## src/rtl/simd_pkg.sv

```systemverilog
package simd_pkg;
  localparam int unsigned SLICE_W = 8;

  typedef enum logic [1:0] {
    LS_BYTE = 2'd0,
    LS_WORD = 2'd1,
    LS_DW   = 2'd2,
    LS_DW2  = 2'd3
  } lane_sz_e;

  typedef enum logic [1:0] {
    OP_ADD = 2'd0,
    OP_SUB = 2'd1,
    OP_CEQ = 2'd2,
    OP_CGT = 2'd3
  } op_e;

  typedef enum logic [1:0] {
    SM_WRAP  = 2'd0,
    SM_SSAT  = 2'd1,
    SM_USAT  = 2'd2,
    SM_WRAP2 = 2'd3
  } sat_e;
endpackage

```

## src/rtl/simd_slice_adder.sv

```systemverilog
module simd_slice_adder #(
  parameter int unsigned DATA_W = 64
) (
  input  logic [DATA_W-1:0]                   a,
  input  logic [DATA_W-1:0]                   b,
  input  logic                                sub,
  input  simd_pkg::lane_sz_e                  lane_sz,
  output logic [DATA_W-1:0]                   sum,
  output logic [DATA_W/simd_pkg::SLICE_W-1:0] slice_cout
);
  import simd_pkg::*;
  localparam int unsigned NSLICE = DATA_W / SLICE_W;

  logic [NSLICE-1:0] lane_start;

  // slice i begins a new lane when i is a multiple of the lane size in slices
  always_comb begin
    for (int i = 0; i < NSLICE; i++) begin
      unique case (lane_sz)
        LS_BYTE: lane_start[i] = 1'b1;
        LS_WORD: lane_start[i] = ((i % 2) == 0);
        default: lane_start[i] = ((i % 4) == 0);
      endcase
    end
  end

  always_comb begin
    logic              c_prev;
    logic              cin;
    logic [SLICE_W:0]  part;
    c_prev = 1'b0;
    sum = '0;
    slice_cout = '0;
    for (int i = 0; i < NSLICE; i++) begin
      cin  = lane_start[i] ? sub : c_prev;
      part = {1'b0, a[i*SLICE_W +: SLICE_W]}
           + {1'b0, b[i*SLICE_W +: SLICE_W] ^ {SLICE_W{sub}}}
           + {{SLICE_W{1'b0}}, cin};
      sum[i*SLICE_W +: SLICE_W] = part[SLICE_W-1:0];
      slice_cout[i] = part[SLICE_W];
      c_prev = part[SLICE_W];
    end
  end
endmodule

```

## src/rtl/simd_sat_clamp.sv

```systemverilog
module simd_sat_clamp #(
  parameter int unsigned DATA_W = 64
) (
  input  logic [DATA_W-1:0]                   a,
  input  logic [DATA_W-1:0]                   b,
  input  logic                                sub,
  input  simd_pkg::lane_sz_e                  lane_sz,
  input  simd_pkg::sat_e                      sat_mode,
  input  logic [DATA_W-1:0]                   sum,
  input  logic [DATA_W/simd_pkg::SLICE_W-1:0] slice_cout,
  output logic [DATA_W-1:0]                   res
);
  import simd_pkg::*;
  localparam int unsigned NSLICE = DATA_W / SLICE_W;

  logic sat_on;
  assign sat_on = (lane_sz == LS_BYTE || lane_sz == LS_WORD)
                  && (sat_mode == SM_SSAT || sat_mode == SM_USAT);

  always_comb begin
    int   top;
    logic a_s, be_s, r_s, sovf, uovf;
    res = sum;
    for (int i = 0; i < NSLICE; i++) begin
      top  = (lane_sz == LS_BYTE) ? i : (i | 1);
      a_s  = a[top*SLICE_W + SLICE_W-1];
      be_s = b[top*SLICE_W + SLICE_W-1] ^ sub;
      r_s  = sum[top*SLICE_W + SLICE_W-1];
      sovf = (a_s == be_s) && (r_s != a_s);
      uovf = sub ? ~slice_cout[top] : slice_cout[top];
      if (sat_on && sat_mode == SM_SSAT && sovf) begin
        if (i == top) res[i*SLICE_W +: SLICE_W] = {a_s, {(SLICE_W-1){~a_s}}};
        else          res[i*SLICE_W +: SLICE_W] = {SLICE_W{~a_s}};
      end else if (sat_on && sat_mode == SM_USAT && uovf) begin
        res[i*SLICE_W +: SLICE_W] = {SLICE_W{~sub}};
      end
    end
  end
endmodule

```

## src/rtl/simd_lane_cmp.sv

```systemverilog
module simd_lane_cmp #(
  parameter int unsigned DATA_W = 64
) (
  input  logic [DATA_W-1:0]  a,
  input  logic [DATA_W-1:0]  b,
  input  simd_pkg::lane_sz_e lane_sz,
  input  logic               gt_sel,
  output logic [DATA_W-1:0]  mask
);
  import simd_pkg::*;
  localparam int unsigned NSIZE = 3;

  logic [DATA_W-1:0] m [NSIZE];

  for (genvar g = 0; g < NSIZE; g++) begin : g_size
    localparam int unsigned LW = SLICE_W << g;
    localparam int unsigned NL = DATA_W / LW;
    for (genvar l = 0; l < NL; l++) begin : g_lane
      logic eq, gt;
      assign eq = (a[l*LW +: LW] == b[l*LW +: LW]);
      assign gt = ($signed(a[l*LW +: LW]) > $signed(b[l*LW +: LW]));
      assign m[g][l*LW +: LW] = {LW{gt_sel ? gt : eq}};
    end
  end

  always_comb begin
    unique case (lane_sz)
      LS_BYTE: mask = m[0];
      LS_WORD: mask = m[1];
      default: mask = m[2];
    endcase
  end
endmodule

```

## src/rtl/simd_addcmp_unit.sv

```systemverilog
module simd_addcmp_unit #(
  parameter int unsigned DATA_W = 64
) (
  input  logic              clk,
  input  logic              rst_n,
  input  logic              in_valid,
  input  logic [DATA_W-1:0] op_a,
  input  logic [DATA_W-1:0] op_b,
  input  logic [1:0]        lane_sz,
  input  logic [1:0]        opcode,
  input  logic [1:0]        sat_mode,
  output logic              out_valid,
  output logic [DATA_W-1:0] result
);
  import simd_pkg::*;
  localparam int unsigned NSLICE = DATA_W / SLICE_W;

  // reset: asserted asynchronously, released on a clock edge
  logic [1:0] rst_sync;
  logic       rst_q_n;
  always_ff @(posedge clk or negedge rst_n) begin
    if (!rst_n) rst_sync <= 2'b00;
    else        rst_sync <= {rst_sync[0], 1'b1};
  end
  assign rst_q_n = rst_sync[1];

  lane_sz_e ls;
  op_e      op;
  sat_e     sm;
  assign ls = lane_sz_e'(lane_sz);
  assign op = op_e'(opcode);
  assign sm = sat_e'(sat_mode);

  logic [DATA_W-1:0] add_sum, arith_res, cmp_mask;
  logic [NSLICE-1:0] add_cout;
  logic              is_sub;
  assign is_sub = (op == OP_SUB);

  simd_slice_adder #(.DATA_W(DATA_W)) u_add (
    .a(op_a), .b(op_b), .sub(is_sub), .lane_sz(ls),
    .sum(add_sum), .slice_cout(add_cout)
  );

  simd_sat_clamp #(.DATA_W(DATA_W)) u_clamp (
    .a(op_a), .b(op_b), .sub(is_sub), .lane_sz(ls), .sat_mode(sm),
    .sum(add_sum), .slice_cout(add_cout), .res(arith_res)
  );

  simd_lane_cmp #(.DATA_W(DATA_W)) u_cmp (
    .a(op_a), .b(op_b), .lane_sz(ls), .gt_sel(op == OP_CGT), .mask(cmp_mask)
  );

  logic [DATA_W-1:0] res_q, res_d;
  logic              vld_q, vld_d;

  always_comb begin
    vld_d = in_valid;
    res_d = res_q;
    if (in_valid) begin
      res_d = (op == OP_CEQ || op == OP_CGT) ? cmp_mask : arith_res;
    end
  end

  always_ff @(posedge clk or negedge rst_q_n) begin
    if (!rst_q_n) begin
      res_q <= '0;
      vld_q <= 1'b0;
    end else begin
      res_q <= res_d;
      vld_q <= vld_d;
    end
  end

  assign result    = res_q;
  assign out_valid = vld_q;
endmodule

```

## config.mk

```make
export PLATFORM = sky130hd
export DESIGN_NAME = simd_addcmp_unit
export DESIGN_NICKNAME = d
export VERILOG_FILES = /design/src/rtl/simd_pkg.sv /design/src/rtl/simd_slice_adder.sv /design/src/rtl/simd_sat_clamp.sv /design/src/rtl/simd_lane_cmp.sv /design/src/rtl/simd_addcmp_unit.sv
export SDC_FILE = /design/constraint.sdc
export NUM_CORES = 1
export LEC_CHECK = 0
export BUFFER_PORTS_ARGS = -buffer_cell sky130_fd_sc_hd__buf_2
export CELL_PAD_IN_SITES_DETAIL_PLACEMENT = 0
export CELL_PAD_IN_SITES_GLOBAL_PLACEMENT = 2
export CORE_ASPECT_RATIO = 1.2
export CORE_MARGIN = 2
export CORE_UTILIZATION = 36
export CTS_CLUSTER_SIZE = 24
export DETAILED_ROUTE_END_ITERATION = 10
export PLACE_DENSITY_LB_ADDON = 0.1
export SLEW_MARGIN = 20
export SYNTH_ARGS = -nofsm -noshare
export SYNTH_HDL_FRONTEND = slang
export SYNTH_SLANG_ARGS = --single-unit
```

## constraint.sdc

```tcl
create_clock -name clk -period 4.5 [get_ports clk]
set_input_delay 0.45 -clock clk [delete_from_list [all_inputs] [get_ports clk]]
set_output_delay 0.45 -clock clk [all_outputs]
set_load 0.01 [all_outputs]
```

==> run metrics, run 1 <==
outcome finished with violations; violated checks setup timing; Post-Place Cell Area 13,100 µm²; FF-to-FF path depth 1; Pleak 7.04 nW; Final Setup Violations 40; Tot GR Track Use 26.0%; Fmax 147 MHz; Area Growth Syn to Fin 43.5%; CP Data Required Time 4720 ps; DRT met1 WL 15.2 mm; Remaining DRCs 0; Top Family by Delay on Critical Path adder cells; synthesized instance count 1,252; Die Wd 156 µm; DR vias 11,100; final setup margin -2280 ps; CTS Sinks 67; Rows 66; CP bufs+invs 10; Final GP Congestion 0.887; r2r setup slk 3170 ps; CTS Root Cell clkbuf_16; top cells by area, synth dfrtp_1 17%, ha_1 16%, xnor2_1 8.4%; VDD IR-drop max 0.219 mV; clock transition at the registers of the reported paths 60 ps; core area 27,300 µm²; First-pass DRT Iterations 6; number of synthesized flops with an enable pin 0; sequential element share of the synthesized area 16.7%; max_cap viols 0; Top FF cell, synth dfrtp_1; CP Capture Type register; pwr/cell area 274 nW/µm²; Max Buffers Root-to-Sink 2; Crit path largest cell delay 410 ps; routed len/inst 18.4 µm; worst reg2reg path endpoint result[3]; RSZ-0062 raised after global routing yes; Setup crit start kind primary input; library cells used by synthesis 87; #FFs+latches synth 67; grt total ovfl 0; Syn Nets 1,531; Die Area 29,200 µm²; TritonCTS Buffers 9; largest area contributor in the netlist dfrtp_1; Die Height 187 µm; Hold Path Class reg -> async; post-route ant nets 0; Post-synth top cells 128 x ha_1, 115 x inv_1, 102 x nor2_1, 96 x xnor2_1, 93 x a21oi_1; post-route cell area 14,400 µm²; Crit path arrival time 7000 ps; clk_lat worst skew 360 ps; first-pass GRT wire length 59.5 mm; crit path max fanout 7; Worst-Margin Slew 901 ps; largest net degree at the start of global routing 80; DP HPWL 30.2 mm; Place WS -3170 ps; Initial DRC Count 447; Slowest cell on crit path fa_2; Slew headroom 39.9%; count leader, synth ha_1; vias in the first global route 11,400; layout cells sized above 1 37.2%; Final period util 151%; antenna violations before repair 2; DR WL met3 1.73 mm; WS Path Type in -> reg; Fin. Hold Viols 0; pins over their slew limit 0; worst clock skew 7.70 ps; Yosys top cell area share 16.7%; Syn Area/Cell 8.01 µm²; Fill cells 2,707; Vias/cell 5.41; Final nets 1,986; Final min period 6780 ps; PortBufs 201; met2 WL 19.4 mm; Async S/R FF share, synth 100%; top sig layer met4; starting density of the core 36.8%; depth of the CTS H-tree 3; Routed WL 37.9 mm; most frequent CP cell buf_4; Mapped Area 10,000 µm²; CTS tree yes; YS warnings 0; IO Count 202; Critical R2R Launch rst_sync[1]
[cell usage in the layout, fill, tap and decap left out, types with 19 or more instances in the layout]
| master | count |
|---|---|
| inv_1 | 115 |
| nand3_1 | 28 |
| mux2i_1 | 41 |
| a21oi_1 | 79 |
| xnor2_1 | 88 |
| nand2_1 | 72 |
| o21ai_0 | 50 |
| ha_1 | 126 |
| xor2_1 | 19 |
| dfrtp_1 | 66 |
| buf_2 | 199 |
| buf_4 | 272 |
| nor2_1 | 99 |
| nor3_1 | 35 |
[what timing repair did]
action                                  CTS  global route
pin swaps                                36            18
endpoints found under the setup margin   34            44
buffers inserted                         53            12
hold buffers                              1             0
endpoints found under the hold margin     2             0
resized for setup                        59            37
[sequential cells by signal (all words and copies together) (netlist names)]
signal	flops
out_valid	1
rst_sync	2
result	64
[logic make-up (layout without fill, tap and decap cells)]
kind of cell / count (synthesis) / after routing / synth area share (%)
compound gates: 348 / 348 / 23.6
simple gates: 370 / 370 / 18.9
mux: 56 / 56 / 5.92
fa+ha+maj: 142 / 142 / 18.8
flops: 67 / 67 / 16.7
other cells: 1 / 3 / 0.0374
xor+xnor: 117 / 117 / 10.3
buf+inv: 151 / 611 / 5.75
[power breakdown]
part,switching [W],internal [W]
clock,0.000316,0.000541
sequential,0.0000892,0.000725
combinational,0.00114,0.00113
[stage by stage]
step           TNS (ps)  cells  utilization [%]  power, W  hold slack [ps]
6_report         -81350   2054             52.8   0.00394              291
5_1_grt          -92620   2052             52.8   0.00422              341
4_1_cts          -79830   2041             51.6   0.00386              307
3_5_place_dp    -100210   1974             48.0   0.00282              237
3_3_place_gp     -90500   1974             48.0   0.00280              236
2_1_floorplan    -85880   1252                -   0.00200              154
[worst max path at each step]
stage	start	slack, ps	cells past startpoint	to
floorplan	opcode[1]	-2940	32	result[17]
global placement	opcode[1]	-2910	30	result[17]
detailed placement	opcode[0]	-3170	30	result[17]
CTS	opcode[1]	-2240	31	result[17]
global route	opcode[1]	-2550	37	result[28]
finish	opcode[1]	-2280	37	result[28]
[layer usage]
metal  track usage, %  vias to the layer above
met5                0                        -
met3             3.75                       82
met4             10.9                        0
met1             30.1                     5272
met2             47.4                      293
li1                 -                     5459
[layout make-up]
type / instances / area (µm²) / area share (%)
multi-input combinational: 1034 / 8350 / 58.0
timing repair buffer: 478 / 3150 / 21.9
sequential: 67 / 1680 / 11.7
inverter: 117 / 439 / 3.05
tap: 340 / 425 / 2.96
clock buffer: 9 / 225 / 1.57
clock inverter: 7 / 116 / 0.809
antenna: 2 / 5.00 / 0.0348
No activity file was read; power rests on OpenSTA's default activity.
==> run 2: changes to the inputs <==
--- a/config.mk
+++ b/config.mk
@@ -6,14 +6,12 @@
 export NUM_CORES = 1
 export LEC_CHECK = 0
 export BUFFER_PORTS_ARGS = -buffer_cell sky130_fd_sc_hd__buf_2
-export CELL_PAD_IN_SITES_DETAIL_PLACEMENT = 0
-export CELL_PAD_IN_SITES_GLOBAL_PLACEMENT = 2
 export CORE_ASPECT_RATIO = 1.2
 export CORE_MARGIN = 2
-export CORE_UTILIZATION = 36
+export CORE_UTILIZATION = 47
 export CTS_CLUSTER_SIZE = 24
 export DETAILED_ROUTE_END_ITERATION = 10
-export PLACE_DENSITY_LB_ADDON = 0.1
+export PLACE_DENSITY = 0.7
 export SLEW_MARGIN = 20
 export SYNTH_ARGS = -nofsm -noshare
 export SYNTH_HDL_FRONTEND = slang
==> run 2 against run 1 <==
  * Utilization rose by 14 points
  * First-iteration DRC count grew 73%
  * Sequential share of layout area rose by 0.31 points
  * Clock skew shrank 2.9 ps
  * The run still ends with setup timing left
  * Non-clock buffer count decreased by 35
  * Flip-flop and latch count did not move
  * Highest routed layer unchanged
  * Clock power is 8.1% lower
  * Maximum frequency is 3.5% lower
  * Sequential power up 1%
  * Count of clock-buffer cells in the layout is 3 higher
==> run metrics, run 2 (same netlist as run 1, synthesis figures left out) <==
Rows 58; final design utilization 66.8%; Slew headroom 41.7%; Final nets 1,951; grt total ovfl 0; Fin. Hold Viols 0; worst clock skew 4.76 ps; commonest non-fill, non-tap cell in the layout buf_4; core area 21,000 µm²; Crit path largest cell delay 450 ps; pwr/cell area 273 nW/µm²; pins over their slew limit 0; VDD IR-drop max 0.200 mV; Hold Path Class reg -> async; DP Cell Count 1,877; max_cap viols 0; non-filler instance count after layout 1,947; diode count 0; post-route ant nets 0; Pleak 6.88 nW; PortBufs 201; first-pass GRT wire length 54.0 mm; most frequent CP cell fa_2; vias in the first global route 11,000; Worst-Margin Slew 872 ps; Final period util 156%; Final Setup Violations 33; worst hold slack 330 ps; First-pass DRT Iterations 5; Die Area 22,500 µm²; violated checks setup timing; Setup crit start kind primary input; clk_lat worst skew 350 ps; Final GP Congestion 0.995; Place WS -3080 ps; CP Data Required Time 4780 ps; CP bufs+invs 1; Initial DRC Count 775; Tot GR Track Use 30.5%; final setup margin -2530 ps; CTS Root Cell clkbuf_16; depth of the CTS H-tree 3; layout cells sized above 1 36.2%; Crit path arrival time 7300 ps; Final min period 7030 ps; crit path max fanout 7; Die Wd 137 µm; IO Count 202; largest net degree at the start of global routing 80; CP Capture Type register; Remaining DRCs 0; Top Family by Delay on Critical Path adder cells; WS Path Type in -> reg; Slowest cell on crit path fa_2; RSZ-0062 raised after global routing yes; Die Height 164 µm; final setup TNS -72,780 ps; antenna violations before repair 0; Vias/cell 5.80; clock transition at the registers of the reported paths 60 ps; routed len/inst 17.9 µm; CTS tree yes; Fmax 142 MHz; starting density of the core 47.8%; Max Buffers Root-to-Sink 2; outcome finished with violations; Area Growth Syn to Fin 39.8%; max reg flops 64; DP HPWL 26.7 mm; DR vias 11,300; commonest non-fill, non-tap cells in the layout 233 x buf_4, 199 x buf_2, 127 x ha_1; CTS Sinks 67; Routed WL 34.9 mm; TritonCTS Buffers 9
==> run 2: per-stage QoR <==
stage | instance area (µm²) | power (W)
2_1_floorplan | 10200 | 0.00200
3_3_place_gp | 12800 | 0.00272
3_5_place_dp | 12800 | 0.00275
4_1_cts | 13800 | 0.00371
5_1_grt | 14000 | 0.00405
6_report | 14000 | 0.00382
==> run 2: power by group <==
group | total (W) | internal (W) | switching [W]
clock network | 0.000788 | 0.000501 | 0.000287
logic | 0.00221 | 0.00109 | 0.00112
registers | 0.000825 | 0.000725 | 0.0000994
total | 0.00382 | 0.00232 | 0.00151
==> run 2: cell type report <==
| cell class | instances | area (µm²) |
|---|---|---|
| Sequential cell | 67 | 1680 |
| Tap cell | 270 | 338 |
| Timing Repair Buffer | 443 | 2900 |
| Clock inverter | 4 | 73.8 |
| Inverter | 117 | 439 |
| Clock buffer | 12 | 246 |
| Fill cell | 1734 | 6960 |
| Multi-Input combinational cell | 1034 | 8340 |
==> run 2: worst paths after layout <==
check	from	endpoint	slack, ps	depth (start not counted)
min reg2reg	rst_sync[1]	result[40]	330	0
max in group asynchronous	rst_sync[1]	result[6]	3180	1
min	rst_sync[1]	result[40]	330	0
max reg2reg	rst_sync[1]	result[6]	3180	1
min in group clk	rst_sync[0]	rst_sync[1]	350	0
max	opcode[1]	result[17]	-2530	30
==> run 2: layer usage <==
layer  global-route usage (%)  vias up  wire length, µm  share of wire (%)
met1                     38.0     5301            14300                 41
met2                     52.3      473            16700                 48
met4                     13.9        0             1560                4.5
met5                        0        -                0                  0
met3                     3.73      117             2320                6.7
li1                         -     5396                -                  -
==> run 2: timing repair <==
item | CTS | global route
buffers inserted | 49 | 10
hold buffers | 1 | 0
pin swaps | 53 | 31
endpoints found under the setup margin | 40 | 36
resized for setup | 72 | 42
hold endpoints to repair | 2 | 0
